File: config.mk
export PLATFORM = sky130hd
export DESIGN_NAME = mp_addr_filter
export DESIGN_NICKNAME = d
export VERILOG_FILES = /design/src/rtl/mp_addr_filter_pkg.sv /design/src/rtl/mpaf_cfg_regs.sv /design/src/rtl/mpaf_matcher.sv /design/src/rtl/mpaf_accept_ctrl.sv /design/src/rtl/mp_addr_filter.sv
export SDC_FILE = /design/constraint.sdc
export NUM_CORES = 1
export LEC_CHECK = 0
export ABC_CLOCK_PERIOD_IN_PS = 1500
export BUFFER_PORTS_ARGS = -buffer_cell sky130_fd_sc_hd__buf_2
export CORE_UTILIZATION = 49
export DETAILED_ROUTE_END_ITERATION = 10
export PLACE_DENSITY = 0.81
export SYNTH_ARGS = -nofsm -noshare
export SYNTH_HDL_FRONTEND = slang
export SYNTH_SLANG_ARGS = --single-unit
File: constraint.sdc
create_clock -name clk -period 1.5 [get_ports clk]
set_input_delay 0.3 -clock clk [delete_from_list [all_inputs] [get_ports clk]]
set_output_delay 0.3 -clock clk [all_outputs]
set_load 0.02 [all_outputs]
File: src/rtl/mp_addr_filter_pkg.sv
package mp_addr_filter_pkg;
  typedef enum logic [1:0] {
    MK_NONE  = 2'b00,
    MK_GIVEN = 2'b01,
    MK_BCAST = 2'b10,
    MK_PASS  = 2'b11
  } match_kind_t;

  localparam logic SEL_ADDR = 1'b0;
  localparam logic SEL_MASK = 1'b1;
endpackage

File: src/rtl/mpaf_cfg_regs.sv
module mpaf_cfg_regs #(
  parameter int DATA_W = 8
) (
  input  logic              clk,
  input  logic              rst,
  input  logic              wr,
  input  logic              sel,
  input  logic [DATA_W-1:0] wdata,
  output logic [DATA_W-1:0] node_addr,
  output logic [DATA_W-1:0] node_mask
);
  import mp_addr_filter_pkg::*;

  always_ff @(posedge clk) begin
    if (rst) begin
      node_addr <= '0;
      node_mask <= '0;
    end else if (wr) begin
      if (sel == SEL_ADDR) node_addr <= wdata;
      else                 node_mask <= wdata;
    end
  end

  AST_RESET_CLEAR: assert property (@(posedge clk) disable iff (rst)
    $past(rst) |-> (node_addr == '0 && node_mask == '0));
  AST_ADDR_LOAD: assert property (@(posedge clk) disable iff (rst)
    $past(wr && sel == SEL_ADDR && !rst) |-> node_addr == $past(wdata));
  AST_MASK_LOAD: assert property (@(posedge clk) disable iff (rst)
    $past(wr && sel == SEL_MASK && !rst) |-> node_mask == $past(wdata));
  AST_HOLD_IDLE: assert property (@(posedge clk) disable iff (rst)
    $past(!wr && !rst) |-> ($stable(node_addr) && $stable(node_mask)));
endmodule

File: src/rtl/mpaf_matcher.sv
module mpaf_matcher #(
  parameter int DATA_W = 8
) (
  input  logic [DATA_W-1:0] rx_byte,
  input  logic [DATA_W-1:0] node_addr,
  input  logic [DATA_W-1:0] node_mask,
  output logic              given_hit,
  output logic              bcast_hit
);
  logic [DATA_W-1:0] given_ok;
  logic [DATA_W-1:0] bcast_ok;

  for (genvar i = 0; i < DATA_W; i++) begin : g_bit
    logic bc_need_one;
    assign bc_need_one = node_addr[i] | node_mask[i];
    assign given_ok[i] = !node_mask[i] || (rx_byte[i] == node_addr[i]);
    assign bcast_ok[i] = !bc_need_one || rx_byte[i];
  end

  assign given_hit = &given_ok;
  assign bcast_hit = &bcast_ok;
endmodule

File: src/rtl/mpaf_accept_ctrl.sv
module mpaf_accept_ctrl (
  input  logic       clk,
  input  logic       rst,
  input  logic       rx_valid,
  input  logic       rx_bit9,
  input  logic       mp_mode,
  input  logic       given_hit,
  input  logic       bcast_hit,
  output logic       accept,
  output logic [1:0] match_kind
);
  import mp_addr_filter_pkg::*;

  match_kind_t kind_nxt;

  always_comb begin
    kind_nxt = MK_NONE;
    if (!mp_mode)       kind_nxt = MK_PASS;
    else if (!rx_bit9)  kind_nxt = MK_NONE;
    else if (given_hit) kind_nxt = MK_GIVEN;
    else if (bcast_hit) kind_nxt = MK_BCAST;
  end

  always_ff @(posedge clk) begin
    if (rst) begin
      accept     <= 1'b0;
      match_kind <= MK_NONE;
    end else if (rx_valid) begin
      accept     <= (kind_nxt != MK_NONE);
      match_kind <= kind_nxt;
    end else begin
      accept     <= 1'b0;
      match_kind <= MK_NONE;
    end
  end

  AST_STROBE_SOURCE: assert property (@(posedge clk) disable iff (rst)
    accept |-> $past(rx_valid));
  AST_IDLE_QUIET: assert property (@(posedge clk) disable iff (rst)
    !$past(rx_valid) |-> (!accept && match_kind == MK_NONE));
  AST_PASS_MODE: assert property (@(posedge clk) disable iff (rst)
    $past(rx_valid && !mp_mode && !rst) |-> (accept && match_kind == MK_PASS));
  AST_DATA_DROP: assert property (@(posedge clk) disable iff (rst)
    $past(rx_valid && mp_mode && !rx_bit9 && !rst) |-> (!accept && match_kind == MK_NONE));
  AST_GIVEN_WINS: assert property (@(posedge clk) disable iff (rst)
    $past(rx_valid && mp_mode && rx_bit9 && given_hit && !rst) |-> match_kind == MK_GIVEN);
  AST_MISS_REJECT: assert property (@(posedge clk) disable iff (rst)
    $past(rx_valid && mp_mode && rx_bit9 && !given_hit && !bcast_hit && !rst)
      |-> (!accept && match_kind == MK_NONE));
endmodule

File: src/rtl/mp_addr_filter.sv
module mp_addr_filter #(
  parameter int DATA_W = 8
) (
  input  logic              clk,
  input  logic              rst,
  input  logic              cfg_wr,
  input  logic              cfg_sel,
  input  logic [DATA_W-1:0] cfg_wdata,
  input  logic [DATA_W-1:0] rx_byte,
  input  logic              rx_bit9,
  input  logic              rx_valid,
  input  logic              mp_mode,
  output logic              accept,
  output logic [1:0]        match_kind
);
  logic [DATA_W-1:0] node_addr;
  logic [DATA_W-1:0] node_mask;
  logic              given_hit;
  logic              bcast_hit;

  mpaf_cfg_regs #(.DATA_W(DATA_W)) u_regs (
    .clk       (clk),
    .rst       (rst),
    .wr        (cfg_wr),
    .sel       (cfg_sel),
    .wdata     (cfg_wdata),
    .node_addr (node_addr),
    .node_mask (node_mask)
  );

  mpaf_matcher #(.DATA_W(DATA_W)) u_match (
    .rx_byte   (rx_byte),
    .node_addr (node_addr),
    .node_mask (node_mask),
    .given_hit (given_hit),
    .bcast_hit (bcast_hit)
  );

  mpaf_accept_ctrl u_ctrl (
    .clk        (clk),
    .rst        (rst),
    .rx_valid   (rx_valid),
    .rx_bit9    (rx_bit9),
    .mp_mode    (mp_mode),
    .given_hit  (given_hit),
    .bcast_hit  (bcast_hit),
    .accept     (accept),
    .match_kind (match_kind)
  );
endmodule

## Word level (Yosys, flattened, before mapping)

Cells that the tools add are included.

- Word-level logic and storage cells: 64
- Bits in read-only memories: 0
- Flip-flop bits (word level): 19
- Bits in latches: 0
- Input port bits: 23
- Output and inout port bits: 3
- Memory bits (writable): 0
- Memories: 0

- Multiply operators: 0
- Magnitude comparators: 0
- Equality and inequality tests: 8
- Muxes and demuxes: 4
- Shift operators: 0
- Bitwise logic cells: 10
- Add/sub/neg operators: 0
- Div/mod/pow operators: 0
- Reductions and logical operators: 38

Operator list:

| kind | number |
|---|---|
| logical NOT 1 bit | 16 |
| logical OR 1 bit | 16 |
| AND reduction 8 bit | 2 |
| equality test 1 bit | 8 |
| 2-to-1 mux 2 bit | 4 |
| bitwise OR 1 bit | 8 |
| AND reduction 2 bit | 2 |
| NOT 1 bit | 2 |
| nonzero test 2 bit | 1 |
| OR reduction 2 bit | 1 |

## Longest topological paths before layout

Gate-level depths: netlist (run 1).

- Depth in word-level cells: 9
- Gate-level depth with buffers: 5
- Mapped depth without buffers: 4

## Cells and area by module

Synthesis (run 1) repeated with hierarchy kept, for this count alone.

- Cells, all modules: 99
- Area total of the unflattened synthesis: 948.4 µm²

By module, submodules not included:

| module | times used | cells each | seq. area each (µm²) | area an instance (µm²) |
|---|---|---|---|---|
| mpaf_cfg_regs | 1 | 64 | 320.3 | 674.4 |
| mpaf_matcher | 1 | 25 | 0.0 | 176.4 |
| mpaf_accept_ctrl | 1 | 10 | 60.1 | 97.6 |

## Least setup slack after synthesis (run 1)

OpenSTA, ideal clock, no wires.

- Path type: input-to-reg
- Start point: input rst
- End point: register u_ctrl.accept
- Buffers on the path: 1
- Arrival: 1.130 ns
- Data required time: 1.417 ns
- Setup slack: 0.288 ns
- Stages: 5
- Setup time: 0.083 ns
- Path through: buf_6 -> nand3b_4 -> o21bai_1 -> or3_1 -> o221ai_1

- Cells in the longest elaborated chain, start to end: 1

RTL lines:

| element | RTL line | text |
|---|---|---|
| start: declaration | mp_addr_filter.sv:5 | `input logic rst,` |
| OR reduction 2 bit (no source line) | n/a |  |
| end signal: assignment | mpaf_accept_ctrl.sv:29 | `accept <= (kind_nxt != MK_NONE);` |
| end: declaration | mpaf_accept_ctrl.sv:9 | `output logic accept,` |

No other way between the ends.
A chain may end at the register's enable or synchronous reset.

## Worst setup path in the final report (run 1)

- Start point: register u_regs.node_addr[7]
- End point: register u_ctrl.accept

- Cells in the longest elaborated chain, start to end: 9

RTL lines:

| element | RTL line | text |
|---|---|---|
| start: declaration | mpaf_cfg_regs.sv:9 | `output logic [DATA_W-1:0] node_addr,` |
| start signal: assignment | mpaf_cfg_regs.sv:19 | `if (sel == SEL_ADDR) node_addr <= wdata;` |
| bitwise OR 1 bit | mpaf_matcher.sv:15 | `assign bc_need_one = node_addr[i] \| node_mask[i];` |
| logical NOT 1 bit | mpaf_matcher.sv:17 | `assign bcast_ok[i] = !bc_need_one \|\| rx_byte[i];` |
| logical OR 1 bit | mpaf_matcher.sv:17 |  |
| AND reduction 8 bit | mpaf_matcher.sv:21 | `assign bcast_hit = &bcast_ok;` |
| 2-to-1 mux 2 bit | mpaf_accept_ctrl.sv:21 | `else if (bcast_hit) kind_nxt = MK_BCAST;` |
| 2-to-1 mux 2 bit * | mpaf_accept_ctrl.sv:20 | `else if (given_hit) kind_nxt = MK_GIVEN;` |
| 2-to-1 mux 2 bit * | mpaf_accept_ctrl.sv:19 | `else if (!rx_bit9) kind_nxt = MK_NONE;` |
| 2-to-1 mux 2 bit * | mpaf_accept_ctrl.sv:18 | `if (!mp_mode) kind_nxt = MK_PASS;` |
| nonzero test 2 bit * | mpaf_accept_ctrl.sv:29 |  |

Mark *: on every way between the ends. The rest lies on a longest branch, timed or not.

==> results.py, run 1 <==
metrics = {
    "worst_setup_path": {
        "worst_ep_required_time_ns": 1.71,
        "worst-setup-path-type": "reg -> reg",
        "start_kind": "flip-flop",
        "crit_arrival_ns": 1.39,
        "endpoint_kind": "flip-flop",
        "crit_path_max_fanout": 3,
    },
    "sta": {
        "rsz0062_at_grt": "no",
        "worst_pin_slew_ns": 0.322,
        "relSlewSlack_pct": 78.5,
        "period_share_pct": 78.8,
        "max_freq_mhz": 846,
        "period_minus_slack_ns": 1.18,
        "finalSetupTns_ns": 0,
        "timing.hold.ws_ns": 0.223,
        "hold_viol_final": 0,
        "skew_ns": 0.00126,
        "finalMaxSlewViolations": 0,
        "final-setup-viol-count": 0,
    },
    "placed_design": {
        "place.gp.congestion": 0.757,
        "placed_cells": 153,
        "placed_cell_area_um2": 1020,
        "dp_hpwl_um": 1410,
        "portBuffers": 25,
    },
    "die": {
        "io_pins": 26,
        "die_x_um": 44.3,
        "initial_core_util_pct": 55.0,
        "core_um2": 1590,
        "rows": 14,
        "die_area_um2": 1960,
        "die_h_um": 44.3,
    },
    "clocking": {
        "htreeDepth": 1,
        "cts_setup_buffers": 0,
        "cts_resized": 0,
        "path_clk_slew_ns": 0.09,
        "cts_hold_buf": 0,
        "cts_root_buffer": "clkbuf_4",
        "cts_buffers": 3,
        "cts_buffer_depth": 2,
        "cts_tree": "done",
        "cts.sinks": 19,
        "clk_latency_ns": 0.28,
    },
    "global_routing": {
        "grt_usage_pct": 22.8,
        "antenna_found_initial": 0,
        "grt_pass1_wl_um": 3200,
        "grt_pass1_vias": 779,
        "grt_max_degree": 18,
        "overflow": 0,
    },
    "logic_synthesis": {
        "synthArstFlopShare_pct": 0,
        "syn_avg_cell_area_um2": 8.20,
        "yosys.area.top_type": "dfxtp_1",
        "syn_inst": 107,
        "synth_cell_types": 21,
        "ys_ff_latch": 19,
        "synth_flop_cell": "dfxtp_1",
        "yosysMostFrequentCell": "nand2_1",
        "synth_area_um2": 877,
        "synth_edf_count": 0,
        "seq_area_frac_synth_pct": 43.4,
        "yosysTopAreaCellShare_pct": 43.4,
        "synth.net_count": 130,
        "synthTopCellsByCount": "nand2_1, dfxtp_1, a21oi_1",
        "ys_warn_count": 0,
        "synthTopCellsByArea": "dfxtp_1, nand2_1, a21oi_1",
    },
    "cells_and_area": {
        "n_antenna_cell": 0,
        "area_growth_syn_to_layout_pct": 19.5,
        "finalInstanceArea_um2": 1050,
        "fillers": 147,
        "final_layout_size_suffix_gt1_share_pct": 24.1,
        "fin_cells": 157,
        "nets": 157,
    },
    "detailed_routing": {
        "drt.antenna.violating_nets": 0,
        "wl_per_cell_um": 11.6,
        "drc_errors": 0,
        "drtIter0Drc": 23,
        "drtPass1Iterations": 4,
        "via_per_inst": 5.25,
        "vias": 825,
        "drt_wl_total_um": 1820,
    },
    "power": {
        "power.density_nw_per_um2": 907,
        "irDropWorstVdd_mv": 0.684,
        "leakage_nw": 0.461,
    },
    "status": {
        "outcome": "finished, final reports clean",
    },
    "min_path": {
        "hp-class": "in -> reg",
    },
    "job": {
        "maxCapViolCount": 0,
    },
}
## per-layer routing
metal / vias up / global-route usage (%) / routed length, um / part of all wire [%]
li1: 427 / - / - / -
met1: 371 / 27.3 / 798 / 44
met2: 25 / 38.8 / 915 / 50
met3: 2 / 4.08 / 89 / 4.9
met4: 0 / 12.1 / 19 / 1.0
met5: - / 0 / 0 / 0
## registers in the layout, indices dropped and copies added, names as in the netlist
register           cells
u_regs.node_mask       8
u_ctrl.accept          1
u_ctrl.match_kind      2
u_regs.node_addr       8
## critical path, stage by stage, from the launching register on
cell and delay, ns:
dfxtp_1 0.34, o21bai_1 0.15, o221ai_1 0.17, or3_1 0.38, o221ai_1 0.07
## cell usage in the layout (no fill, tap or decap), types with 2 or more instances in the layout
cell,netlist,routed
buf_2,2,25
dfxtp_1,19,19
a22oi_1,4,4
a21oi_1,16,16
nand2_1,25,25
clkbuf_4,0,3
nor2_1,4,4
xor2_1,8,8
buf_4,0,3
nand3_1,8,8
nand2b_1,2,2
o21bai_1,5,5
o221ai_1,2,2
## metrics by stage
| stage | util (%) | total power [mW] | worst slack (ns) |
|---|---|---|---|
| 3_3_place_gp | 64.1 | 0.718 | 0.276 |
| 3_5_place_dp | 64.1 | 0.722 | 0.238 |
| 4_1_cts | 65.8 | 0.968 | 0.322 |
| 2_1_floorplan | - | 0.657 | 0.288 |
| 6_report | 65.8 | 0.951 | 0.318 |
| 5_1_grt | 65.8 | 1.01 | 0.227 |
## kinds of logic after synthesis
kind of cell | Yosys count | share of synthesized area, %
buffers and inverters | 6 | 3.71
XOR/XNOR | 8 | 7.99
AND/OR/NAND/NOR | 44 | 23.4
flip-flops | 19 | 43.4
AO/OA/AOI/OAI | 30 | 21.5
## final cells by class
cell class / count / area (um^2) / area share [%]
well taps: 24 / 30.0 / 2.86
clock buffers: 4 / 26.3 / 2.51
repair buffers: 28 / 148 / 14.1
flip-flops and latches: 19 / 380 / 36.3
multi-input cells: 82 / 464 / 44.3
## worst paths after layout
kind,startpoint,end,slack (ns),depth (start not counted)
worst min register to register,u_regs.node_mask[5],u_regs.node_mask[5],0.48,2
worst max register to register,u_regs.node_addr[7],u_ctrl.accept,0.32,4
worst min-delay path,mp_mode,u_ctrl.match_kind[1],0.22,2
worst max-delay path,u_regs.node_addr[7],u_ctrl.accept,0.32,4
## power by group
group	total, mW	internal (mW)	switching (mW)
Sequential	0.547	0.531	0.0167
Combinational	0.163	0.0733	0.0892
Clock	0.241	0.103	0.138
Note: power is estimated with default switching activity, not from simulation.
==> run 2, diff against run 1 <==
--- a/config.mk
+++ b/config.mk
@@ -5,7 +5,7 @@
 export SDC_FILE = /design/constraint.sdc
 export NUM_CORES = 1
 export LEC_CHECK = 0
-export ABC_CLOCK_PERIOD_IN_PS = 1500
+export ABC_CLOCK_PERIOD_IN_PS = 1100
 export BUFFER_PORTS_ARGS = -buffer_cell sky130_fd_sc_hd__buf_2
 export CORE_UTILIZATION = 49
 export DETAILED_ROUTE_END_ITERATION = 10
==> constraint.sdc (replaced) <==
create_clock -name clk -period 1.1 [get_ports clk]
set_input_delay 0.22 -clock clk [delete_from_list [all_inputs] [get_ports clk]]
set_output_delay 0.22 -clock clk [all_outputs]
set_load 0.02 [all_outputs]
==> results.py, run 2 (synthesis results as in run 1) <==
metrics = {
    "worst_setup_path": {
        "slowest_stage": "dfxtp_2",
        "worst_ep_required_time_ns": 1.32,
        "crit_path_max_fanout": 3,
        "r2r_setup_slack_ns": -0.09,
        "crit_path_max_incr_delay_ns": 0.35,
        "r2r_cells": 4,
        "crit_arrival_ns": 1.41,
        "crit_family": "compound AO/OA/AOI/OAI gates",
        "critPathBufInv": 0,
        "worstReg2RegStart": "u_regs.node_addr[2]",
        "crit_chain": "xor2_1 -> a22oi_1 -> nand4_1 -> o221ai_1",
        "worst-setup-path-type": "reg -> reg",
        "worst_r2r_endpoint": "u_ctrl.accept",
        "endpoint_kind": "flip-flop",
        "start_kind": "flip-flop",
    },
    "sta": {
        "relSlewSlack_pct": 78.4,
        "rsz0062_at_grt": "yes",
        "fin_ws_ns": -0.0858,
        "final-setup-viol-count": 3,
        "period_share_pct": 108,
        "finalSetupTns_ns": -0.173,
        "max_freq_mhz": 843,
        "period_minus_slack_ns": 1.19,
        "finalMaxSlewViolations": 0,
        "skew_ns": 0.0112,
        "worst_pin_slew_ns": 0.324,
        "hold_viol_final": 0,
    },
    "min_path": {
        "worstHoldEndpoint": "u_ctrl.match_kind[1]",
        "whs_path_depth": 2,
        "min_from": "mp_mode",
        "hp-class": "in -> reg",
    },
    "status": {
        "violations": "setup timing",
        "outcome": "complete, but fails checks",
    },
    "detailed_routing": {
        "drt.antenna.violating_nets": 0,
        "drt_wl_total_um": 2080,
        "drtPass1Iterations": 4,
        "vias": 902,
        "via_per_inst": 5.40,
        "wl_per_cell_um": 12.5,
        "drtIter0Drc": 20,
        "drc_errors": 0,
    },
    "global_routing": {
        "grt_usage_pct": 24.4,
        "grt_pass1_vias": 847,
        "overflow": 0,
        "grt_pass1_wl_um": 3480,
        "antenna_found_initial": 0,
        "grt_max_degree": 18,
    },
    "job": {
        "maxCapViolCount": 0,
    },
    "power": {
        "power_frac_comb_pct": 18.5,
        "power.switching_mw": 0.375,
        "clkPwrFrac_pct": 26.7,
        "switching_share_pct": 27.5,
        "power.internal_mw": 0.988,
        "irDropWorstVdd_mv": 0.669,
        "seq_power_share_pct": 54.8,
        "power.density_nw_per_um2": 1200,
        "leakage_nw": 0.513,
    },
    "cells_and_area": {
        "fillers": 143,
        "final_core_util_pct": 71.0,
        "area_growth_syn_to_layout_pct": 29.1,
        "regArea_um2": 389,
        "multi_input_area_um2": 464,
        "nets": 167,
        "layout_common_cells": "nand2_1, buf_2, a21oi_1",
        "top_regs": "u_regs.node_addr (8), u_regs.node_mask (8), u_ctrl.match_kind (2)",
        "n_antenna_cell": 0,
        "final_layout_size_suffix_gt1_share_pct": 34.3,
    },
    "clocking": {
        "clk_latency_ns": 0.31,
        "cts_buffers": 3,
        "path_clk_slew_ns": 0.11,
        "cts_hold_buf": 0,
        "htreeDepth": 1,
        "cts.sinks": 19,
        "cts_tree": "done",
        "cts_buffer_depth": 2,
        "cts_root_buffer": "clkbuf_4",
    },
    "placed_design": {
        "place.gp.congestion": 0.813,
        "portBuffers": 25,
        "dp_hpwl_um": 1600,
    },
    "die": {
        "initial_core_util_pct": 55.0,
        "core_um2": 1590,
        "die_x_um": 44.3,
        "die_area_um2": 1960,
        "rows": 14,
        "io_pins": 26,
        "die_h_um": 44.3,
    },
}
[run 2: cell count changes in the layout (fill, tap and decap cells not counted), sizes merged]
cell,delta
buf,+10
[run 2: per-layer routing]
layer  vias up  global-route usage [%]  part of all wire (%)
met1       415                    30.3                    44
met5         -                       0                     0
li1        446                       -                     -
met4         0                    10.9                   2.2
met2        34                    42.1                    48
met3         7                    3.27                   5.7
[run 2: worst max path at each step]
stage	from	to	slack [ns]	cells past startpoint
2_1_floorplan	u_regs.node_addr[3]	u_ctrl.accept	0.03	4
3_3_place_gp	u_regs.node_addr[6]	u_ctrl.accept	-0.03	4
3_5_place_dp	u_regs.node_addr[6]	u_ctrl.accept	-0.07	4
4_1_cts	u_regs.node_addr[6]	u_ctrl.accept	-0.04	4
5_1_grt	u_regs.node_addr[4]	u_ctrl.accept	-0.15	4
6_report	u_regs.node_addr[2]	u_ctrl.accept	-0.09	4
[run 2: area by class of cell]
type                       instances  area share (%)
multi-input combinational         82            41.0
sequential                        19            34.4
timing repair buffer              38            19.7
tap                               24            2.65
clock buffer                       4            2.32
[run 2: power by group through the flow]
stage               logic (mW)  clock network (mW)  registers, mW
detailed placement       0.247                   0          0.761
finish                   0.252               0.364          0.747
CTS                      0.248               0.364          0.747
global route             0.278               0.401          0.751
global placement         0.241                   0          0.759
floorplan                0.125                   0          0.771
[run 2: through the flow]
step	std cells	instance area, um^2	power (mW)	hold slack (ns)	setup slack, ns
detailed placement	162	1090	1.01	0.452	-0.0655
CTS	166	1120	1.36	0.129	-0.0442
global route	167	1130	1.43	0.127	-0.149
finish	167	1130	1.36	0.137	-0.0858
floorplan	107	877	0.895	0.320	0.0290
global placement	162	1090	1.00	0.441	-0.0284
[run 2: timing repair]
action,CTS,global route
pin swaps,11,2
setup endpoints to repair,3,3
setup buffers,0,1
gates resized for setup,6,1
hold endpoints to repair,0,0
